## src/rtl/bus_tenure_pkg.sv

```systemverilog
package bus_tenure_pkg;

  localparam int NSTATE = 8;

  typedef enum logic [2:0] {
    ST_RST  = 3'd0,
    ST_IOWN = 3'd1,
    ST_XOWN = 3'd2,
    ST_ENDT = 3'd3,
    ST_AMI  = 3'd4,
    ST_AMX  = 3'd5,
    ST_SNP  = 3'd6,
    ST_VIOL = 3'd7
  } tstate_e;

  // one-hot status image of a state
  function automatic logic [NSTATE-1:0] state_bits(tstate_e s);
    logic [NSTATE-1:0] r;
    r = '0;
    r[s] = 1'b1;
    return r;
  endfunction

  // own state to enter when the grant arrives
  function automatic tstate_e own_entry(logic req);
    return req ? ST_XOWN : ST_IOWN;
  endfunction

  // length extension of ending tenure
  function automatic int unsigned end_extra(logic locked, int unsigned extra);
    return locked ? extra : 0;
  endfunction

endpackage

```

## src/rtl/btc_req_reg.sv

```systemverilog
module btc_req_reg #(
  parameter int STAGES = 1
) (
  input  logic clk,
  input  logic rst,
  input  logic d,
  output logic q
);
  logic [STAGES:0] pipe;
  assign pipe[0] = d;

  for (genvar i = 0; i < STAGES; i++) begin : g_stage
    always_ff @(posedge clk or posedge rst) begin
      if (rst) pipe[i+1] <= 1'b0;
      else     pipe[i+1] <= pipe[i];
    end
  end

  assign q = pipe[STAGES];

  if (STAGES == 1) begin : g_chk

    req_delay_chk: assert property (@(posedge clk) disable iff (rst)
      !$past(rst) |-> (q == $past(d)));
  end
endmodule

```

## src/rtl/btc_snoop_gate.sv

```systemverilog
module btc_snoop_gate #(
  parameter int SNOOP_GAP = 2
) (
  input  logic clk,
  input  logic rst,
  input  logic snoop_req,
  input  logic tt1,
  input  logic take,
  output logic hit
);
  localparam int CW = (SNOOP_GAP > 1) ? $clog2(SNOOP_GAP) : 1;
  localparam logic [CW-1:0] RELOAD = CW'(SNOOP_GAP - 1);

  logic [CW-1:0] hold_cnt;
  logic          cool;

  assign cool = (hold_cnt == '0);
  assign hit  = snoop_req & ~tt1 & cool;

  always_ff @(posedge clk or posedge rst) begin
    if (rst)                 hold_cnt <= '0;
    else if (take)           hold_cnt <= RELOAD;
    else if (hold_cnt != '0) hold_cnt <= hold_cnt - 1'b1;
  end

  if (SNOOP_GAP >= 2) begin : g_chk

    snoop_spacing_chk: assert property (@(posedge clk) disable iff (rst)
      take |=> !take);
  end
endmodule

```

## src/rtl/btc_fsm.sv

```systemverilog
module btc_fsm
  import bus_tenure_pkg::*;
#(
  parameter int LOCK_EXTRA = 1
) (
  input  logic    clk,
  input  logic    rst,
  input  logic    grant,
  input  logic    relinq_ok,
  input  logic    ts_seen,
  input  logic    btt_seen,
  input  logic    snoop_hit,
  input  logic    int_req,
  input  logic    cyc_end,
  input  logic    line_more,
  input  logic    lock_act,
  output tstate_e cur,
  output logic    tenure_end,
  output logic    snoop_take
);
  localparam int EW = (LOCK_EXTRA > 0) ? $clog2(LOCK_EXTRA + 1) : 1;

  tstate_e       nxt;
  logic [EW-1:0] end_cnt;
  logic          tx_done;
  logic          lock_hold;
  logic          end_enter;

  // a line split into long-words ends only with its last piece
  assign tx_done   = cyc_end & ~line_more;
  assign lock_hold = lock_act & ~relinq_ok;
  assign end_enter = (nxt == ST_ENDT) && (cur != ST_ENDT);

  always_comb begin
    nxt = cur;
    unique case (cur)
      ST_RST:  nxt = grant ? ST_IOWN : ST_AMI;
      ST_IOWN: begin
        if (ts_seen)     nxt = ST_VIOL;
        else if (!grant) nxt = ST_AMI;
        else if (int_req) nxt = ST_XOWN;
      end
      ST_XOWN: begin
        if (ts_seen) nxt = ST_VIOL;
        else if (tx_done) begin
          if (!grant && !lock_hold)  nxt = ST_ENDT;
          else if (grant && !int_req) nxt = ST_IOWN;
        end
      end
      ST_ENDT: if (end_cnt == '0) nxt = ST_AMI;
      ST_AMI: begin
        if (grant)          nxt = own_entry(int_req);
        else if (snoop_hit) nxt = ST_SNP;
        else if (ts_seen)   nxt = ST_AMX;
      end
      ST_AMX: begin
        if (snoop_hit)     nxt = ST_SNP;
        else if (btt_seen) nxt = grant ? own_entry(int_req) : ST_AMI;
      end
      ST_SNP:  nxt = ST_AMX;
      ST_VIOL: nxt = ST_AMX;
      default: nxt = ST_RST;
    endcase
  end

  always_ff @(posedge clk or posedge rst) begin
    if (rst) cur <= ST_RST;
    else     cur <= nxt;
  end

  always_ff @(posedge clk or posedge rst) begin
    if (rst)                                end_cnt <= '0;
    else if (end_enter)                     end_cnt <= EW'(end_extra(lock_act, LOCK_EXTRA));
    else if (cur == ST_ENDT && end_cnt != '0) end_cnt <= end_cnt - 1'b1;
  end

  assign tenure_end = (cur == ST_ENDT) && (end_cnt == '0);
  assign snoop_take = (nxt == ST_SNP);


  violation_entry_chk: assert property (@(posedge clk) disable iff (rst)
    $rose(cur == ST_VIOL) |-> $past(cur == ST_IOWN || cur == ST_XOWN));

  lock_hold_chk: assert property (@(posedge clk) disable iff (rst)
    (cur == ST_XOWN && !grant && lock_act && !relinq_ok && !ts_seen) |=> (cur == ST_XOWN));

  end_extra_chk: assert property (@(posedge clk) disable iff (rst)
    (cur == ST_ENDT && end_cnt != '0) |=> (cur == ST_ENDT));

  end_exit_chk: assert property (@(posedge clk) disable iff (rst)
    tenure_end |=> (cur == ST_AMI));

  snoop_one_chk: assert property (@(posedge clk) disable iff (rst)
    (cur == ST_SNP) |=> (cur == ST_AMX));
endmodule

```

## src/rtl/bus_tenure_ctrl.sv

```systemverilog
module bus_tenure_ctrl
  import bus_tenure_pkg::*;
#(
  parameter int SNOOP_GAP  = 2,
  parameter int LOCK_EXTRA = 1,
  parameter int REQ_STAGES = 1
) (
  input  logic              clk,
  input  logic              rst,
  input  logic              grant,
  input  logic              relinq_ok,
  input  logic              ts_seen,
  input  logic              btt_seen,
  input  logic              snoop_req,
  input  logic              tt1,
  input  logic              int_req,
  input  logic              cyc_end,
  input  logic              line_more,
  input  logic              lock_act,
  output logic              bus_req,
  output logic [NSTATE-1:0] state_oh,
  output logic              bus_owned,
  output logic              tenure_end,
  output logic              snoop_take,
  output logic              violation
);
  tstate_e cur;
  logic    snoop_hit;

  btc_req_reg #(.STAGES(REQ_STAGES)) u_req (
    .clk(clk), .rst(rst), .d(int_req), .q(bus_req)
  );

  btc_snoop_gate #(.SNOOP_GAP(SNOOP_GAP)) u_gate (
    .clk(clk), .rst(rst), .snoop_req(snoop_req), .tt1(tt1),
    .take(snoop_take), .hit(snoop_hit)
  );

  btc_fsm #(.LOCK_EXTRA(LOCK_EXTRA)) u_fsm (
    .clk(clk), .rst(rst), .grant(grant), .relinq_ok(relinq_ok),
    .ts_seen(ts_seen), .btt_seen(btt_seen), .snoop_hit(snoop_hit),
    .int_req(int_req), .cyc_end(cyc_end), .line_more(line_more),
    .lock_act(lock_act), .cur(cur), .tenure_end(tenure_end),
    .snoop_take(snoop_take)
  );

  assign state_oh  = state_bits(cur);
  assign bus_owned = (cur == ST_IOWN) || (cur == ST_XOWN) || (cur == ST_ENDT);
  assign violation = (cur == ST_VIOL);


  owned_status_chk: assert property (@(posedge clk) disable iff (rst)
    bus_owned |-> !state_oh[0] && !state_oh[4] && !state_oh[5]);
endmodule

```

## config.mk

```make
export PLATFORM = sky130hd
export DESIGN_NAME = bus_tenure_ctrl
export DESIGN_NICKNAME = d
export VERILOG_FILES = /design/src/rtl/bus_tenure_pkg.sv /design/src/rtl/btc_req_reg.sv /design/src/rtl/btc_snoop_gate.sv /design/src/rtl/btc_fsm.sv /design/src/rtl/bus_tenure_ctrl.sv
export SDC_FILE = /design/constraint.sdc
export NUM_CORES = 1
export LEC_CHECK = 0
export BUFFER_PORTS_ARGS = -buffer_cell sky130_fd_sc_hd__clkbuf_2
export CORE_AREA = 2 2 39 41
export DETAILED_ROUTE_END_ITERATION = 10
export DIE_AREA = 0 0 41 43
export PLACE_DENSITY = 0.77
export SLEW_MARGIN = 5
export SYNTH_ARGS = -nofsm -noshare
export SYNTH_HDL_FRONTEND = slang
export SYNTH_HIERARCHICAL = 1
export SYNTH_SLANG_ARGS = --single-unit
```

## constraint.sdc

```tcl
create_clock -name clk -period 5.19 [get_ports clk]
set_input_delay 1.038 -clock clk [delete_from_list [all_inputs] [get_ports clk]]
set_output_delay 1.038 -clock clk [all_outputs]
set_load 0.02 [all_outputs]
```

==> summary.md, run 1 <==
| Metric | Value |
|---|---|
| Kind of critical path | input pin to output pin |
| Lkg Pwr | 0.378 nW |
| Site row count | 14 |
| Slew Viols, Final | 0 |
| Power, Total | 0.000382 W |
| Tmin final | 3.51 ns |
| Yosys cell types | 35 |
| Root buf cell | clkbuf_4 |
| WL/cell | about 12 µm |
| Placer Congestion | a little under 0.9 |
| Final Skew | about 0.0026 ns |
| Pwr per Cell Area | 524 nW/µm² |
| Post-CTS Resized | 0 |
| Core area | 1380 µm² |
| CTS Hold Bufs | 0 |
| Skew-Pair Late Insertion Delay | ~0.24 ns |
| Syn nets | 84 |
| Die height | roughly 43 µm |
| CP max-delay cell | or3_1 |
| Final-report hold violation count | 0 |
| # clock sinks | 6 |
| Most used DFF post-synth | dfrtp_1 |
| Final worst-path cycle share | 67.7% |
| Initial Util | approximately 45% |
| Num ports | 25 |
| Drt total wl | roughly 1300 µm |
| Setup TNS | 0 ns |
| Rel. slew slack | 61.5% |
| Sequential area share after synthesis | 24.3% |
| YS warnings | 6 |
| CP Max Fanout | 11 |
| Vias | between 600 and 700 |
| Clk slew on worst S/H paths | roughly 0.05 ns |
| RSZ-0062 raised after global routing | no |
| Max incr delay on CP | ~0.34 ns |
| Least-Margin Pin Slew | 0.578 ns |
| CP Launch Type | input pin |
| Initial antenna violation count | 0 |
| Seq cells post-synth | 6 |
| Cells after Synth | around 70 |
| Die ar. | around 1800 µm² |
| Post-CTS Setup Bufs | 0 |
| Critical path data arrival time | between 2 and 2.5 ns |
| Clock Tree Buf Depth | 2 |
| Post-synth EDFFs | 0 |
| Vias in the first global route | about 530 |
| Synthesized area per cell | about 8.6 µm² |
| Overall die width | 41 µm |
| Reg2reg setup slack | ~3.4 ns |
| Nets@finish | 108 |
| Total GRT Usage | between 15 and 20% |
| Placed wire-length estimate | approximately 970 µm |
| Synth top area cells | dfrtp_1, buf_6, and2b_2 |
| N_diodes | 0 |
| Status | completed |
| Most frequent CP cell | clkbuf_2 |
| Drt initial violations | 13 |
| Post-synth top area cell | dfrtp_1 |
| WP data required | about 4.2 ns |
| Mapped Area | 618 µm² |
| Setup crit end kind | output pin |
| Largest net degree at the start of global routing | 22 |
| First-pass GRT wire length | about 2200 µm |
| Layout cells sized above 1 | 41.5% |
| DR pass1 iterations | 4 |
| Final core utilization | a little over half |
| Max IR drop VDD | about 0.00025 V |
| Number of port buffers | 24 |
| Most common cell in the netlist | dfrtp_1 |
| Max Fclk | 285 MHz |
| # H-tree levels | 1 |
| Max cap viols | 0 |
| CP delay by family, top | simple AND/OR/NAND/NOR gates |
| Crit-path cells | clkbuf_2 -> nor2b_1 -> or3_1 -> a21oi_1 -> and2_1 -> o211a_1 -> clkbuf_2 |
| Synth top area share | around a quarter |
| Final hold slack | 0.564 ns |
| Ys async rst share | 100% |
| ANT nets after route | 0 |
| Hold Path Class | register to register |
| Bufs and invs on worst path | 2 |
| Number of CTS-inserted buffers | 3 |
| Most frequent cells after synthesis | dfrtp_1, a21oi_1, inv_1, nand2_1 |
| Total global routing overflow | 0 |
| Area Overhead vs Synth | 17.8% |
| DRC errors left | 0 |
| Final setup viols | 0 |
| Vias per inst | 5.53 |
| CTS tree | built |
## state kept, by name, summed over array words and instances (netlist names)
name and cells:
u_req/q 1, u_fsm/cur 3, u_gate/hold_cnt 1, u_fsm/end_cnt 1
## layout make-up
cell class	count	area (µm²)
Timing Repair Buffer	24	120
Tap cell	16	20.0
Clock buffer	3	22.5
Multi-Input combinational cell	56	397
Sequential cell	6	150
Fill cell	137	656
Inverter	5	18.8
## power by group
| part | internal, W | switching (W) |
|---|---|---|
| combinational | 0.0000995 | 0.000119 |
| clock | 0.0000262 | 0.0000177 |
| sequential | 0.0000649 | 0.0000542 |
## per-layer routing
metal	vias to the layer above	routed length (µm)	global-route usage (%)
met5	-	0	0
met4	0	22	2.67
met3	4	80	4.71
met2	25	607	28.4
met1	273	597	22.5
li1	306	-	-
## metrics by stage
| stage | instances | area (µm²) | worst slack, ns |
|---|---|---|---|
| global placement | 107 | 706 | 1.72 |
| detailed placement | 107 | 706 | 1.69 |
| global route | 110 | 728 | 1.57 |
| CTS | 110 | 728 | 1.69 |
| floorplan | 72 | 618 | 1.93 |
| finish | 110 | 728 | 1.68 |
## placed cells by master (no fill, tap or decap), drive strengths merged, types with 2 or more instances in the layout
cell type and count:
mux2i 2, and2b 3, inv 5, nand2b 3, nor3 3, clkbuf 27
a31oi 2, nor2 4, and3 2, a211oi 2, and3b 3, nand2 5
nor3b 4, nor2b 2, or3b 2, dfrtp 6, a21oi 5
## cells by family after synthesis
| group | after synthesis | share of synthesized area, % |
|---|---|---|
| AO/OA/AOI/OAI | 17 | 20.2 |
| multiplexers | 2 | 3.24 |
| XOR/XNOR | 1 | 1.42 |
| flip-flops | 6 | 24.3 |
| buffers and inverters | 10 | 11.5 |
| AND/OR/NAND/NOR | 36 | 39.3 |
## worst paths after layout
check | start | to | cells past startpoint
worst max register to register | u_fsm/cur[0] | u_fsm/end_cnt | 5
min in group asynchronous | rst | u_gate/hold_cnt | 2
worst max-delay path | grant | snoop_take | 7
worst min-delay path | u_fsm/end_cnt | u_fsm/end_cnt | 2
max in group asynchronous | rst | u_fsm/cur[1] | 2
worst min register to register | u_fsm/end_cnt | u_fsm/end_cnt | 2
## tightest hold or removal path, cell delays in order, from the launching register on
cell	delay, ns
dfrtp_1	0.40
nand2_1	0.07
mux2i_1	0.05
Power figures use the tool's default switching activity.
==> run 2: changes to the inputs <==
ABC_AREA = 1   (was default)
CORE_AREA = default   (was 2 2 39 41)
CORE_MARGIN = 2   (was default)
CORE_UTILIZATION = 48   (was default)
DIE_AREA = default   (was 0 0 41 43)
clock period = 3.4 ns   (was 5.19 ns; I/O delays follow)
==> run 2 against run 1 <==
Clock skew about the same. Wire length grew 43%. Synthesized cell count is 76% higher. Via count is 40% higher. Critical endpoint unchanged. Largest cell class unchanged. Largest power group unchanged.
==> summary.md, run 2 <==
| Metric | Value |
|---|---|
| Status | completed (unchanged) |
| N_diodes | 0 (unchanged) |
| Sequential area share after synthesis | 20.6% (was 24.3%) |
| Syn nets | 139 (was 84) |
| Ys async rst share | 100% (unchanged) |
| Synthesized area per cell | 5.73 µm² (was 8.58 µm²) |
| Layout cells sized above 1 | 29.8% (was 41.5%) |
| Final core utilization | 58.5% (was 52.6%) |
| Clk slew on worst S/H paths | 0.05 ns (about the same) |
| Die ar. | 1840 µm² (was 1760 µm²) |
| Lkg Pwr | 0.557 nW (was 0.378 nW) |
| Placer Congestion | 0.910 (was 0.884) |
| Critical path data arrival time | 1.99 ns (was 2.48 ns) |
| Post-synth top area cell | dfrtp_1 (unchanged) |
| YS warnings | 6 (unchanged) |
| Overall die width | 43.0 µm (was 41 µm) |
| Clock Tree Buf Depth | 2 (unchanged) |
| Area Overhead vs Synth | 18.2% (was 17.8%) |
| Max IR drop VDD | 0.000562 V (was 0.000249 V) |
| Mapped Area | 728 µm² (was 618 µm²) |
| DRC errors left | 0 (unchanged) |
| Final worst-path cycle share | around 80% |
| Reg2reg setup slack | 1.76 ns (was 3.35 ns) |
| First-pass GRT wire length | 3150 µm (was 2150 µm) |
| Most frequent cells after synthesis | nand2_1, nor2_1, inv_1, nand3_1, dfrtp_1 (was dfrtp_1, a21oi_1, inv_1, nand2_1) |
| Fill count | 167 (was 137) |
| CTS tree | built (unchanged) |
| Seq cells post-synth | 6 (unchanged) |
| # clock sinks | 6 (unchanged) |
| Reg2reg start | u_fsm/cur[1] (was u_fsm/cur[0]) |
| Post-CTS Setup Bufs | 0 (unchanged) |
| RSZ-0062 raised after global routing | no (unchanged) |
| CP Max Fanout | 15 (was 11) |
| Worst slack at placement | 0.801 ns (was 1.69 ns) |
| Max reg flops | 3 (unchanged) |
| Pwr per Cell Area | 892 nW/µm² (was 524 nW/µm²) |
| Drt initial violations | 22 (was 13) |
| Register ranked first by flip-flop count | u_fsm/cur (unchanged) |
| Vias per inst | 5.08 (was 5.53) |
| CTS Hold Bufs | 0 (unchanged) |
| WL/cell | 11.2 µm (was 11.9 µm) |
| Final setup margin | 0.725 ns (was 1.68 ns) |
| Least-Margin Pin Slew | 0.590 ns (was 0.578 ns) |
| Placed wire-length estimate | 1490 µm (was 969 µm) |
| Hold Path Class | input pin to asynchronous set/reset pin (was register to register) |
| Final Skew | 0.00303 ns (was 0.00258 ns) |
| WP data required | 2.72 ns (was 4.15 ns) |
| Number of port buffers | 24 (unchanged) |
| FF+latch area | 150 µm² (unchanged) |
| Worst Reg-to-Reg Cells | 8 (was 5) |
| # H-tree levels | 1 (unchanged) |
| Vias | 849 (was 608) |
| Vias in the first global route | 703 (was 526) |
| Synth top area cells | dfrtp_1, nand2_1, nor2_1 (was dfrtp_1, buf_6, and2b_2) |
| Multi-input combinational cell area | 449 µm² (was 397 µm²) |
| Most common cell in the netlist | nand2_1 (was dfrtp_1) |
| Setup crit end kind | output pin (unchanged) |
| Final-report hold violation count | 0 (unchanged) |
| Core area | 1470 µm² (was 1380 µm²) |
| Most used DFF post-synth | dfrtp_1 (unchanged) |
| Post-CTS Resized | 0 (unchanged) |
| Max cap viols | 0 (unchanged) |
| Kind of critical path | register to output pin (was input pin to output pin) |
| Initial Util | 49.5% (was 44.7%) |
| Largest net degree at the start of global routing | 16 (was 22) |
| Yosys cell types | 19 (was 35) |
| Setup TNS | 0 ns (unchanged) |
| Root buf cell | clkbuf_4 (unchanged) |
| R2r endpoint | u_gate/hold_cnt (was u_fsm/end_cnt) |
| Total GRT Usage | 23.1% (was 17.4%) |
| Drt total wl | 1870 µm (was 1310 µm) |
| Skew-Pair Late Insertion Delay | 0.24 ns (about the same) |
| Slew Viols, Final | 0 (unchanged) |
| Site row count | 14 (unchanged) |
| Final setup viols | 0 (unchanged) |
| Initial antenna violation count | 0 (unchanged) |
| Num ports | 25 (unchanged) |
| Rel. slew slack | 60.7% (was 61.5%) |
| Cells after Synth | 127 (was 72) |
| DR pass1 iterations | 4 (unchanged) |
| Most frequent cells in the layout | nand2_1, clkbuf_2, nor2_1 (was clkbuf_2, dfrtp_1, nand2_1, a21oi_1, inv_1) |
| Most common cell after layout, fill and taps aside | nand2_1 (was clkbuf_2) |
| Synth top area share | 20.6% (was 24.3%) |
| Tmin final | roughly 2.7 ns |
| Nets@finish | 165 (was 108) |
| CP Launch Type | register (was input pin) |
| Number of CTS-inserted buffers | 3 (unchanged) |
| ANT nets after route | 0 (unchanged) |
| Max Fclk | ~370 MHz |
| Die height | 43.0 µm (was 43 µm) |
| Total global routing overflow | 0 (unchanged) |
| Post-synth EDFFs | 0 (unchanged) |
## run 2: changes by cell type after synthesis, moves of 4 or more
cell / previous run / this run
nand2_1: 5 / 39
nor2_1: 4 / 22
inv_1: 5 / 21
nand3_1: 0 / 10
nand2_2: 0 / 4
nand3_2: 0 / 4
## run 2: layout make-up
class / count / area share, %
clock buffer: 3 / 2.62
inverter: 25 / 11.5
multi-input combinational: 93 / 52.2
sequential: 6 / 17.4
tap: 16 / 2.33
timing repair buffer: 24 / 14.0
## run 2: metrics by stage
| step | total power, W | cell area [µm²] | hold slack, ns | std cells |
|---|---|---|---|---|
| 2_1_floorplan | 0.000587 | 728 | 0.409 | 127 |
| 3_3_place_gp | 0.000681 | 838 | 0.521 | 164 |
| 3_5_place_dp | 0.000694 | 838 | 0.523 | 164 |
| 4_1_cts | 0.000767 | 861 | 0.260 | 167 |
| 5_1_grt | 0.000846 | 861 | 0.263 | 167 |
| 6_report | 0.000768 | 861 | 0.270 | 167 |
## run 2: routing by layer
metal / vias to the layer above / GRT usage, % / wire (µm)
met5: - / 0 / 0
met4: 0 / 8.48 / 8
met3: 4 / 5.53 / 115
met2: 42 / 39.1 / 927
met1: 368 / 28.3 / 818
li1: 435 / - / -
## run 2: cell families after synthesis
group           after synthesis  share of synthesized area, %
simple gates                 88                          58.2
buf+inv                      28                          17.7
flops                         6                          20.6
compound gates                5                          3.44
## run 2: worst max-delay path by stage
stage,start,end
final,u_fsm/cur[1],snoop_take
after global routing,u_fsm/cur[1],snoop_take
after CTS,u_fsm/cur[1],snoop_take
after detailed placement,tt1,snoop_take
after global placement,tt1,snoop_take
after floorplan,tt1,snoop_take
## run 2: power by group
part	total, W	switching (W)	internal (W)
registers	0.000188	0.0000902	0.0000981
logic	0.000513	0.000336	0.000178
clock network	0.0000660	0.0000261	0.0000400
total	0.000768	0.000452	0.000316
## run 2: worst max-delay path, cell delays in order (launching register included)
cell and delay (ns):
dfrtp_1 0.71, inv_6 0.07, nor3_4 0.22, nand2_2 0.09, nand2_1 0.11, nor3_4 0.06
inv_1 0.09, nand2_1 0.05, nor2_1 0.14, clkbuf_2 0.20
